==> src/rtl/guard_pkg.sv <==
package guard_pkg;

    typedef enum logic [1:0] {
        ST_DISARMED = 2'd0,
        ST_ARMED    = 2'd1,
        ST_TRIG     = 2'd2,
        ST_ALARM    = 2'd3
    } guard_state_t;

    function automatic logic is_blinking(guard_state_t s);
        return (s == ST_ARMED) || (s == ST_ALARM);
    endfunction

endpackage

==> src/rtl/guard_cfg_regs.sv <==
module guard_cfg_regs #(
    parameter int SEC_W     = 8,
    parameter int DEF_ARM   = 6,
    parameter int DEF_GRACE = 8
) (
    input  logic             clk,
    input  logic             rst,
    input  logic             we,
    input  logic [SEC_W-1:0] arm_in,
    input  logic [SEC_W-1:0] grace_in,
    output logic [SEC_W-1:0] arm_len,
    output logic [SEC_W-1:0] grace_len
);

    localparam logic [SEC_W-1:0] ARM_RST   = SEC_W'(DEF_ARM);
    localparam logic [SEC_W-1:0] GRACE_RST = SEC_W'(DEF_GRACE);

    always_ff @(posedge clk) begin
        if (rst) begin
            arm_len   <= ARM_RST;
            grace_len <= GRACE_RST;
        end else if (we) begin
            arm_len   <= arm_in;
            grace_len <= grace_in;
        end
    end

    // a write lands on the next edge with exactly the offered values
    a_r9_cfg_write: assert property (@(posedge clk) disable iff (rst)
        we |=> (arm_len == $past(arm_in)) && (grace_len == $past(grace_in)));

endmodule

==> src/rtl/guard_countdown.sv <==
module guard_countdown #(
    parameter int SEC_W = 8
) (
    input  logic             clk,
    input  logic             rst,
    input  logic             tick,
    input  logic             load,
    input  logic             clear,
    input  logic [SEC_W-1:0] load_val,
    output logic             running,
    output logic             done
);

    localparam logic [SEC_W-1:0] ZERO = '0;

    logic [SEC_W-1:0] remain_q;

    always_ff @(posedge clk) begin
        if (rst) begin
            remain_q <= ZERO;
            running  <= 1'b0;
        end else if (clear) begin
            remain_q <= ZERO;
            running  <= 1'b0;
        end else if (load) begin
            remain_q <= load_val;
            running  <= 1'b1;
        end else if (running && tick && (remain_q != ZERO)) begin
            remain_q <= remain_q - 1'b1;
        end
    end

    assign done = running && (remain_q == ZERO);

    // without a tick a running count does not move
    a_r10_hold_between_ticks: assert property (@(posedge clk) disable iff (rst)
        (running && !tick && !load && !clear) |=> (remain_q == $past(remain_q)));

    // a tick removes at most one second, never wrapping
    a_r10_no_wrap: assert property (@(posedge clk) disable iff (rst)
        (running && !load && !clear) |=> (remain_q <= $past(remain_q)));

endmodule

==> src/rtl/guard_fsm.sv <==
module guard_fsm
    import guard_pkg::*;
#(
    parameter int N_DOORS = 4,
    parameter int DRV_IDX = 0
) (
    input  logic               clk,
    input  logic               rst,
    input  logic               ignition_on,
    input  logic [N_DOORS-1:0] door_open,
    input  logic               auth,
    input  logic               cnt_running,
    input  logic               cnt_done,
    output logic               cnt_load,
    output logic               cnt_clear,
    output logic               sel_grace,
    output guard_state_t       state
);

    guard_state_t state_d;
    logic         parked;
    logic         drv_door;

    assign parked   = !ignition_on && (door_open == '0);
    assign drv_door = door_open[DRV_IDX];

    always_ff @(posedge clk) begin
        if (rst) state <= ST_DISARMED;
        else     state <= state_d;
    end

    always_comb begin
        state_d   = state;
        cnt_load  = 1'b0;
        cnt_clear = 1'b0;
        sel_grace = 1'b0;
        unique case (state)
            ST_DISARMED: begin
                if (!parked) begin
                    cnt_clear = 1'b1;
                end else if (cnt_done) begin
                    cnt_clear = 1'b1;
                    state_d   = ST_ARMED;
                end else if (!cnt_running) begin
                    cnt_load  = 1'b1;
                end
            end
            ST_ARMED: begin
                if (auth) begin
                    cnt_clear = 1'b1;
                    state_d   = ST_DISARMED;
                end else if (drv_door) begin
                    cnt_load  = 1'b1;
                    sel_grace = 1'b1;
                    state_d   = ST_TRIG;
                end
            end
            ST_TRIG: begin
                if (auth) begin
                    cnt_clear = 1'b1;
                    state_d   = ST_DISARMED;
                end else if (cnt_done) begin
                    cnt_clear = 1'b1;
                    state_d   = ST_ALARM;
                end
            end
            ST_ALARM: begin
                if (auth) begin
                    cnt_clear = 1'b1;
                    state_d   = ST_DISARMED;
                end
            end
            default: state_d = ST_DISARMED;
        endcase
    end

    // the alarm is entered only out of the grace countdown
    a_r5_alarm_from_trig: assert property (@(posedge clk) disable iff (rst)
        (state != ST_ALARM) ##1 (state == ST_ALARM) |-> $past(state) == ST_TRIG);

    // the grace countdown starts only from ARMED with the driver door open
    a_r4_trig_entry: assert property (@(posedge clk) disable iff (rst)
        (state != ST_TRIG) ##1 (state == ST_TRIG)
            |-> ($past(state) == ST_ARMED) && $past(drv_door));

    // authentication from any guarded state disarms
    a_r6_auth_disarms: assert property (@(posedge clk) disable iff (rst)
        (auth && (state != ST_DISARMED)) |=> (state == ST_DISARMED));

    // arming happens only while parked
    a_r2_arm_when_parked: assert property (@(posedge clk) disable iff (rst)
        (state == ST_DISARMED) ##1 (state == ST_ARMED) |-> $past(parked));

endmodule

==> src/rtl/guard_outputs.sv <==
module guard_outputs
    import guard_pkg::*;
(
    input  logic         clk,
    input  logic         rst,
    input  logic         tick,
    input  logic         ignition_on,
    input  logic         auth,
    input  guard_state_t state,
    output logic         siren_en,
    output logic         pump_en,
    output logic         status_led
);

    logic blink_q;

    always_ff @(posedge clk) begin
        if (rst) begin
            blink_q <= 1'b1;
            pump_en <= 1'b0;
        end else begin
            if (!is_blinking(state)) blink_q <= 1'b1;
            else if (tick)           blink_q <= ~blink_q;
            pump_en <= auth || (pump_en && ignition_on);
        end
    end

    always_comb begin
        siren_en   = 1'b0;
        status_led = 1'b0;
        unique case (state)
            ST_DISARMED: status_led = 1'b0;
            ST_ARMED:    status_led = blink_q;
            ST_TRIG:     status_led = 1'b1;
            ST_ALARM: begin
                status_led = blink_q;
                siren_en   = 1'b1;
            end
            default: status_led = 1'b0;
        endcase
    end

    // the pump unlocks only after authentication
    a_r7_pump_needs_auth: assert property (@(posedge clk) disable iff (rst)
        (!pump_en) ##1 pump_en |-> $past(auth));

    // ignition off relocks the pump on the next edge
    a_r7_pump_relock: assert property (@(posedge clk) disable iff (rst)
        !ignition_on |=> !pump_en);

    // outside a tick the blinking lamp keeps its level
    a_r8_blink_steady: assert property (@(posedge clk) disable iff (rst)
        (is_blinking(state) && !tick) |=> (blink_q == $past(blink_q)));

endmodule

==> src/rtl/car_guard_ctrl.sv <==
module car_guard_ctrl
    import guard_pkg::*;
#(
    parameter int N_DOORS   = 4,
    parameter int SEC_W     = 8,
    parameter int DEF_ARM   = 6,
    parameter int DEF_GRACE = 8
) (
    input  logic               clk,
    input  logic               rst,
    input  logic               tick_1hz,
    input  logic               ignition_on,
    input  logic [N_DOORS-1:0] door_open,
    input  logic               brake_on,
    input  logic               hidden_sw,
    input  logic               cfg_we,
    input  logic [SEC_W-1:0]   cfg_arm_secs,
    input  logic [SEC_W-1:0]   cfg_grace_secs,
    output logic               siren_en,
    output logic               pump_en,
    output logic               status_led
);

    localparam int DRV_IDX = 0;

    logic             auth;
    logic [SEC_W-1:0] arm_len;
    logic [SEC_W-1:0] grace_len;
    logic             cnt_load;
    logic             cnt_clear;
    logic             cnt_running;
    logic             cnt_done;
    logic             sel_grace;
    guard_state_t     state;

    assign auth = ignition_on && brake_on && hidden_sw;

    guard_cfg_regs #(
        .SEC_W     (SEC_W),
        .DEF_ARM   (DEF_ARM),
        .DEF_GRACE (DEF_GRACE)
    ) u_cfg (
        .clk       (clk),
        .rst       (rst),
        .we        (cfg_we),
        .arm_in    (cfg_arm_secs),
        .grace_in  (cfg_grace_secs),
        .arm_len   (arm_len),
        .grace_len (grace_len)
    );

    guard_countdown #(
        .SEC_W (SEC_W)
    ) u_cnt (
        .clk      (clk),
        .rst      (rst),
        .tick     (tick_1hz),
        .load     (cnt_load),
        .clear    (cnt_clear),
        .load_val (sel_grace ? grace_len : arm_len),
        .running  (cnt_running),
        .done     (cnt_done)
    );

    guard_fsm #(
        .N_DOORS (N_DOORS),
        .DRV_IDX (DRV_IDX)
    ) u_fsm (
        .clk         (clk),
        .rst         (rst),
        .ignition_on (ignition_on),
        .door_open   (door_open),
        .auth        (auth),
        .cnt_running (cnt_running),
        .cnt_done    (cnt_done),
        .cnt_load    (cnt_load),
        .cnt_clear   (cnt_clear),
        .sel_grace   (sel_grace),
        .state       (state)
    );

    guard_outputs u_out (
        .clk         (clk),
        .rst         (rst),
        .tick        (tick_1hz),
        .ignition_on (ignition_on),
        .auth        (auth),
        .state       (state),
        .siren_en    (siren_en),
        .pump_en     (pump_en),
        .status_led  (status_led)
    );

endmodule

==> config.mk <==
export PLATFORM = sky130hd
export DESIGN_NAME = car_guard_ctrl
export DESIGN_NICKNAME = d
export VERILOG_FILES = /design/src/rtl/guard_pkg.sv /design/src/rtl/guard_cfg_regs.sv /design/src/rtl/guard_countdown.sv /design/src/rtl/guard_fsm.sv /design/src/rtl/guard_outputs.sv /design/src/rtl/car_guard_ctrl.sv
export SDC_FILE = /design/constraint.sdc
export NUM_CORES = 1
export LEC_CHECK = 0
export BUFFER_PORTS_ARGS = -buffer_cell sky130_fd_sc_hd__buf_2
export CAP_MARGIN = 25
export CORE_MARGIN = 5
export CORE_UTILIZATION = 30
export CTS_BUF_LIST = sky130_fd_sc_hd__clkbuf_4
export CTS_CLUSTER_DIAMETER = 40
export DETAILED_ROUTE_END_ITERATION = 12
export SYNTH_ARGS = -nofsm -noshare
export SYNTH_HDL_FRONTEND = slang
export SYNTH_HIERARCHICAL = 1
export SYNTH_SLANG_ARGS = --single-unit
==> constraint.sdc <==
create_clock -name clk -period 4 [get_ports clk]
set_input_delay 0.8 -clock clk [delete_from_list [all_inputs] [get_ports clk]]
set_output_delay 0.8 -clock clk [all_outputs]
set_load 0.005 [all_outputs]
==> results.json, run 1 <==
{
  "status": "completed",
  "synth_top_cell_area_share": 0.376,
  "vias": 1168,
  "end_kind": "register",
  "utilization": 0.352,
  "critPathArrivalTime_ps": 2350,
  "cts_resized": 0,
  "clock_latency_ps": 320,
  "floorplan.die_area_sq_um": 6680,
  "yosys_warnings": 6,
  "synth.distinct_cells": 40,
  "rsz0062_at_grt": "false",
  "dp_slack_ps": 1640,
  "hold_class": "reg2reg",
  "setup_viol": 0,
  "drv_cap": 0,
  "cts_root_buf": "clkbuf_4",
  "fp.dieW_um": 81.7,
  "antenna_found_initial": 0,
  "drt_iter0_drc": 32,
  "synth_common_cells": "dfxtp_1, nor2_1, mux2i_1",
  "synth_top_area_cell": "dfxtp_1",
  "finalHoldViolCount": 0,
  "p_sw_mw": 0.127,
  "grt.total_usage": 0.0989,
  "holdBufCountCts": 0,
  "crit_start": "u_cnt/remain_q[0]",
  "path_class": "reg2reg",
  "syn_avg_cell_area_sq_um": 9.89,
  "drtAntennaViolNets": 0,
  "power_density_nw_per_um2": 297,
  "fin_worst_skew_ps": 4.96,
  "worst-path-max-fanout": 13,
  "relSlewSlack": 0.623,
  "synthArstFlopShare": 0,
  "row_count": 26,
  "cts_setup_buffers": 0,
  "port_buffers": 29,
  "syn_to_final_growth_pct": 15.1,
  "startpoint_type": "register",
  "p_total_mw": 0.528,
  "die_h_um": 81.7,
  "ios": 30,
  "numClockSinks": 29,
  "syn_inst": 156,
  "worst_slack_ps": 1860,
  "finalMaxSlewViolations": 0,
  "critPathBufInv": 3,
  "final.min_clock_period_ps": 2140,
  "fill_cells": 525,
  "p_leak_nw": 0.768,
  "worst_path_max_delay_cell": "dfxtp_1",
  "max_freq_mhz": 468,
  "peakVddDrop_v": 0.000194,
  "ys.flop_type": "dfxtp_1",
  "clockBufferDepth": 2,
  "yosysMostFrequentCell": "dfxtp_1",
  "drc": 0,
  "grt_pass1_wl_um": 5150,
  "synth_edf_count": 0,
  "cp.required_ps": 4210,
  "synth_fp_nets": 185,
  "drt_first_pass_iters": 4,
  "antennaDiodeCount": 0,
  "h-tree-depth": 2,
  "swShare": 0.241,
  "drive_gt1_frac": 0.310,
  "placedCellCount": 249,
  "synth.cell_area_sq_um": 1540,
  "cts_tree": "yes",
  "ys_ff_latch": 29,
  "overflow": 0,
  "combinationalPowerShare": 0.095,
  "final_nets": 215,
  "hpwlAfterDp_um": 2190,
  "post_dp_cell_area_sq_um": 1720,
  "grt_pass1_vias": 1135,
  "finalInstanceArea_sq_um": 1780,
  "fin_crit_sh": 0.534,
  "r2r_start": "u_cnt/remain_q[0]",
  "fin_setup_tns_ps": 0,
  "crit_top_cell": "inv_1",
  "core_area_sq_um": 5040,
  "cpLargestDelayFamily": "simple AND/OR/NAND/NOR gates",
  "min-delay-start": "u_cfg/arm_len[0]",
  "crit_chain": "inv_1, ha_1, nor3b_1, and3_1, inv_1, a41o_2, inv_1, and4_1, nor3_1",
  "vias_per_cell": 4.54,
  "wl_per_cell_um": 11.5,
  "clkSlewWorstSetupHoldPaths_ps": 90,
  "whs_ps": 500,
  "grt_max_degree": 23,
  "wl_um": 2950,
  "synth-seq-area-share": 0.376,
  "internal-power_mw": 0.400,
  "gp_congestion": 0.803,
  "initial_utilization": 0.306,
  "pwr-share-clk": 0.328,
  "cts_buffers": 5,
  "synth_area_leaders": "dfxtp_1, mux2i_1, mux2_4",
  "worstMarginPinSlew_ps": 560,
  "p_seq_frac": 0.577,
  "fin_cells": 257,
  "slowest_delay_ps": 360
}
==> power groups by stage <==
| stage | logic, mW | clock network, mW | registers, mW |
|---|---|---|---|
| after floorplan | 0.0349 | 0 | 0.309 |
| after global placement | 0.0502 | 0 | 0.311 |
| after detailed placement | 0.0504 | 0 | 0.311 |
| after CTS | 0.0507 | 0.184 | 0.305 |
| after global routing | 0.0560 | 0.200 | 0.306 |
| final | 0.0501 | 0.173 | 0.304 |
==> final timing paths <==
check / to / slack [ps] / depth (start not counted)
setup / recovery: u_cnt/remain_q[7] / 1860 / 9
hold / removal: u_cfg/arm_len[0] / 500 / 2
setup reg to reg: u_cnt/remain_q[7] / 1860 / 9
hold reg to reg: u_cfg/arm_len[0] / 500 / 2
==> logic make-up (layout without fill, tap and decap cells) <==
| logic type | after synthesis | after routing | synth area share |
|---|---|---|---|
| simple gates | 56 | 56 | 0.209 |
| compound gates | 30 | 30 | 0.144 |
| flops | 29 | 29 | 0.376 |
| mux | 24 | 24 | 0.185 |
| buf+inv | 13 | 44 | 0.0584 |
| fa+ha+maj | 2 | 2 | 0.0162 |
| xor+xnor | 2 | 2 | 0.0114 |
==> cell usage in the layout (no fill, tap or decap), types with 2 or more instances in the layout <==
| master | Yosys | routed |
|---|---|---|
| a21oi_2 | 2 | 2 |
| a21o_1 | 2 | 2 |
| dfxtp_1 | 29 | 29 |
| buf_2 | 1 | 29 |
| nand2_1 | 8 | 8 |
| nor3_2 | 1 | 2 |
| nor3_1 | 4 | 3 |
| mux2i_1 | 15 | 15 |
| inv_1 | 6 | 6 |
| ha_1 | 2 | 2 |
| and3_1 | 3 | 3 |
| mux2_4 | 9 | 9 |
| nor4_4 | 2 | 2 |
| nor2b_1 | 5 | 5 |
| xnor2_1 | 2 | 2 |
| or4_1 | 2 | 2 |
| o21ai_0 | 5 | 5 |
| a211o_1 | 4 | 4 |
| a211oi_1 | 2 | 2 |
| clkinv_2 | 0 | 2 |
| clkbuf_4 | 0 | 6 |
| a21oi_1 | 8 | 8 |
| nand3_1 | 2 | 2 |
| o211a_1 | 2 | 2 |
| nor2_1 | 20 | 20 |
| and4_1 | 2 | 2 |
==> sequential cells by signal (all words and copies together), names as in the netlist <==
register / count
u_cnt/remain_q: 8
u_cfg/arm_len: 8
u_cfg/grace_len: 8
u_out/blink_q: 1
u_out/pump_en: 1
u_fsm/state: 2
u_cnt/running: 1
==> worst reg2reg max path: stages, from the launching register on <==
cell,delay (ps)
dfxtp_1,360
inv_1,90
ha_1,150
nor3b_1,310
and3_1,280
inv_1,70
a41o_2,340
inv_1,180
and4_1,200
nor3_1,50
==> area by class of cell <==
cell class	instances	area (sq um)	area share
multi-input combinational	114	877	0.494
sequential	29	581	0.327
timing repair buffer	30	153	0.0860
tap	70	87.6	0.0493
clock buffer	6	45.0	0.0254
inverter	6	22.5	0.0127
clock inverter	2	10.0	0.00564
==> per-layer routing <==
layer / track usage / up-vias / share of wire
met5: 0 / - / 0
met4: 0.0449 / 0 / 0.021
met3: 0.0340 / 6 / 0.055
met2: 0.143 / 28 / 0.42
met1: 0.131 / 517 / 0.50
li1: - / 617 / -
(Power assumes the default switching activity.)
==> run 2, diff against run 1 <==
- ABC_AREA: default -> 1
- clock period: 4 -> 2 ns (I/O delays scaled with it)
==> run 2 against run 1 <==
Against the previous run:
- clock skew grew 7.2 ps
- wire length is 19% higher
- worst setup slack worse by 1700 ps
- largest power group unchanged
==> results.json, run 2 <==
{
  "synth_top_family_by_area": "simple AND/OR/NAND/NOR gates",
  "rsz0062_at_grt": "false",
  "clockBufferDepth": 2,
  "synthMuxAreaShare": 0,
  "ys.flop_type": "dfxtp_1",
  "synthArstFlopShare": 0,
  "initial_utilization": 0.305,
  "wl_um": 3500,
  "finalMaxSlewViolations": 0,
  "drt_first_pass_iters": 6,
  "ios": 30,
  "relSlewSlack": 0.658,
  "fill_cells": 600,
  "hpwlAfterDp_um": 2630,
  "synth-seq-area-share": 0.350,
  "worstMarginPinSlew_ps": 513,
  "synth_area_leaders": "dfxtp_1, nand2_1, nor2_1",
  "synth_edf_count": 0,
  "vias_per_cell": 4.23,
  "use_met2": 0.178,
  "cts_root_buf": "clkbuf_4",
  "vias": 1589,
  "grt_pass1_wl_um": 6220,
  "final_common_cell": "nand2_1",
  "h-tree-depth": 2,
  "busiest_layer": "met2",
  "drive_gt1_frac": 0.220,
  "grt_max_degree": 31,
  "cts_buffers": 5,
  "power_density_nw_per_um2": 609,
  "grt.total_usage": 0.104,
  "floorplan.die_area_sq_um": 7110,
  "cp.required_ps": 2210,
  "syn_avg_cell_area_sq_um": 6.26,
  "row_count": 27,
  "yosys_warnings": 6,
  "numClockSinks": 29,
  "cpLargestDelayFamily": "simple AND/OR/NAND/NOR gates",
  "worst-path-max-fanout": 8,
  "port_buffers": 29,
  "synth_compound_area_frac": 0.0845,
  "synth.cell_area_sq_um": 1660,
  "finalInstanceArea_sq_um": 2000,
  "final_cell_mix": "nand2_1, nor2_1, inv_1",
  "ys_ff_latch": 29,
  "holdBufCountCts": 0,
  "gp_congestion": 0.879,
  "p_leak_nw": 1.02,
  "synth_fp_nets": 294,
  "die_h_um": 84.3,
  "fin_worst_skew_ps": 12.2,
  "drc": 0,
  "overflow": 0,
  "cts_tree": "yes",
  "slowest_delay_ps": 360,
  "synth.distinct_cells": 26,
  "worst_path_max_delay_cell": "dfxtp_1",
  "path_class": "reg2reg",
  "met1_usage": 0.123,
  "critPathArrivalTime_ps": 2060,
  "peakVddDrop_v": 0.000355,
  "grt_pass1_vias": 1501,
  "regArea_sq_um": 581,
  "finalHoldViolCount": 0,
  "fin_crit_sh": 0.922,
  "max_freq_mhz": 542,
  "core_area_sq_um": 5440,
  "post_dp_cell_area_sq_um": 1900,
  "multi_input_area_sq_um": 867,
  "synth_common_cells": "nand2_1, nor2_1, inv_1",
  "critPathBufInv": 3,
  "drt_iter0_drc": 59,
  "crit_top_cell": "inv_1",
  "grt_util_met3": 0.0324,
  "setup_viol": 0,
  "drv_cap": 0,
  "synth_top_cell_area_share": 0.350,
  "final.min_clock_period_ps": 1840,
  "fp.dieW_um": 84.3,
  "synth-xor-area-share": 0.0211,
  "clock_latency_ps": 330,
  "antennaDiodeCount": 0,
  "clkSlewWorstSetupHoldPaths_ps": 100,
  "synth-simple-area-share": 0.392,
  "status": "completed",
  "hold_class": "in2reg",
  "drtAntennaViolNets": 0,
  "wl_per_cell_um": 9.32,
  "reg.largest.list": "u_cfg/arm_len (8), u_cfg/grace_len (8), u_cnt/remain_q (8)",
  "synthAdderAreaFrac": 0.0151,
  "placedCellCount": 368,
  "final_nets": 332,
  "yosysMostFrequentCell": "nand2_1",
  "utilization": 0.367,
  "cts_setup_buffers": 0,
  "fin_cells": 376,
  "antenna_found_initial": 0,
  "crit_chain": "inv_1, ha_1, nand3_2, nor3_4, inv_1, nand4_1, nor2_2, a21o_1, inv_4, or2_2, nand3_1, a21oi_1",
  "synth_top_area_cell": "dfxtp_1",
  "syn_inst": 265,
  "startpoint_type": "register",
  "syn_to_final_growth_pct": 20.4,
  "r2r_slack_ps": 160,
  "end_kind": "register"
}
run 2: area by class of cell:
class / instances / area share
clock inverters: 2 / 0.0169
repair buffers: 38 / 0.107
inverters: 43 / 0.0834
flip-flops and latches: 29 / 0.291
clock buffers: 6 / 0.0226
multi-input cells: 186 / 0.434
well taps: 72 / 0.0451
run 2: logic make-up after synthesis:
group	Yosys count
AO/OA/AOI/OAI	24
AND/OR/NAND/NOR	156
XOR/XNOR	4
adder cells (fa/ha/maj)	2
buffers and inverters	50
flip-flops	29
run 2: worst reg2reg max path, stage by stage, from the launching register on:
cell and delay (ps):
dfxtp_1 360, inv_1 80, ha_1 190, nand3_2 100, nor3_4 50, inv_1 70, nand4_1 110, nor2_2 110
a21o_1 180, inv_4 70, or2_2 280, nand3_1 90, a21oi_1 60
run 2: final timing paths:
| kind | cells past startpoint | from | endpoint |
|---|---|---|---|
| setup / recovery | 12 | u_cnt/remain_q[1] | u_cnt/remain_q[7] |
| hold / removal | 3 | cfg_grace_secs[3] | u_cfg/grace_len[3] |
| setup reg to reg | 12 | u_cnt/remain_q[1] | u_cnt/remain_q[7] |
| hold reg to reg | 2 | u_out/pump_en | u_out/pump_en |
run 2: timing repair:
action | CTS | global route
setup endpoints to repair | 3 | 8
pin swaps | 0 | 1
gates resized for setup | 1 | 3
run 2: stage by stage:
stage	worst slack (ps)	total power [mW]	setup TNS, ps	hold WS (ps)
2_1_floorplan	5.35	0.710	0	429
4_1_cts	46.5	1.23	0	268
3_3_place_gp	81.0	0.751	0	444
6_report	155	1.22	0	277
5_1_grt	4.44	1.28	0	291
3_5_place_dp	-10.7	0.752	-10.7	451
run 2: layer usage:
metal | vias to the layer above | wire length, um
met5 | - | 0
met4 | 0 | 46
met3 | 5 | 201
met2 | 32 | 1570
met1 | 675 | 1690
li1 | 877 | -
run 2: report_power, final:
part / internal (mW) / switching [mW]
sequential: 0.601 / 0.0121
combinational: 0.0537 / 0.0715
clock: 0.274 / 0.204
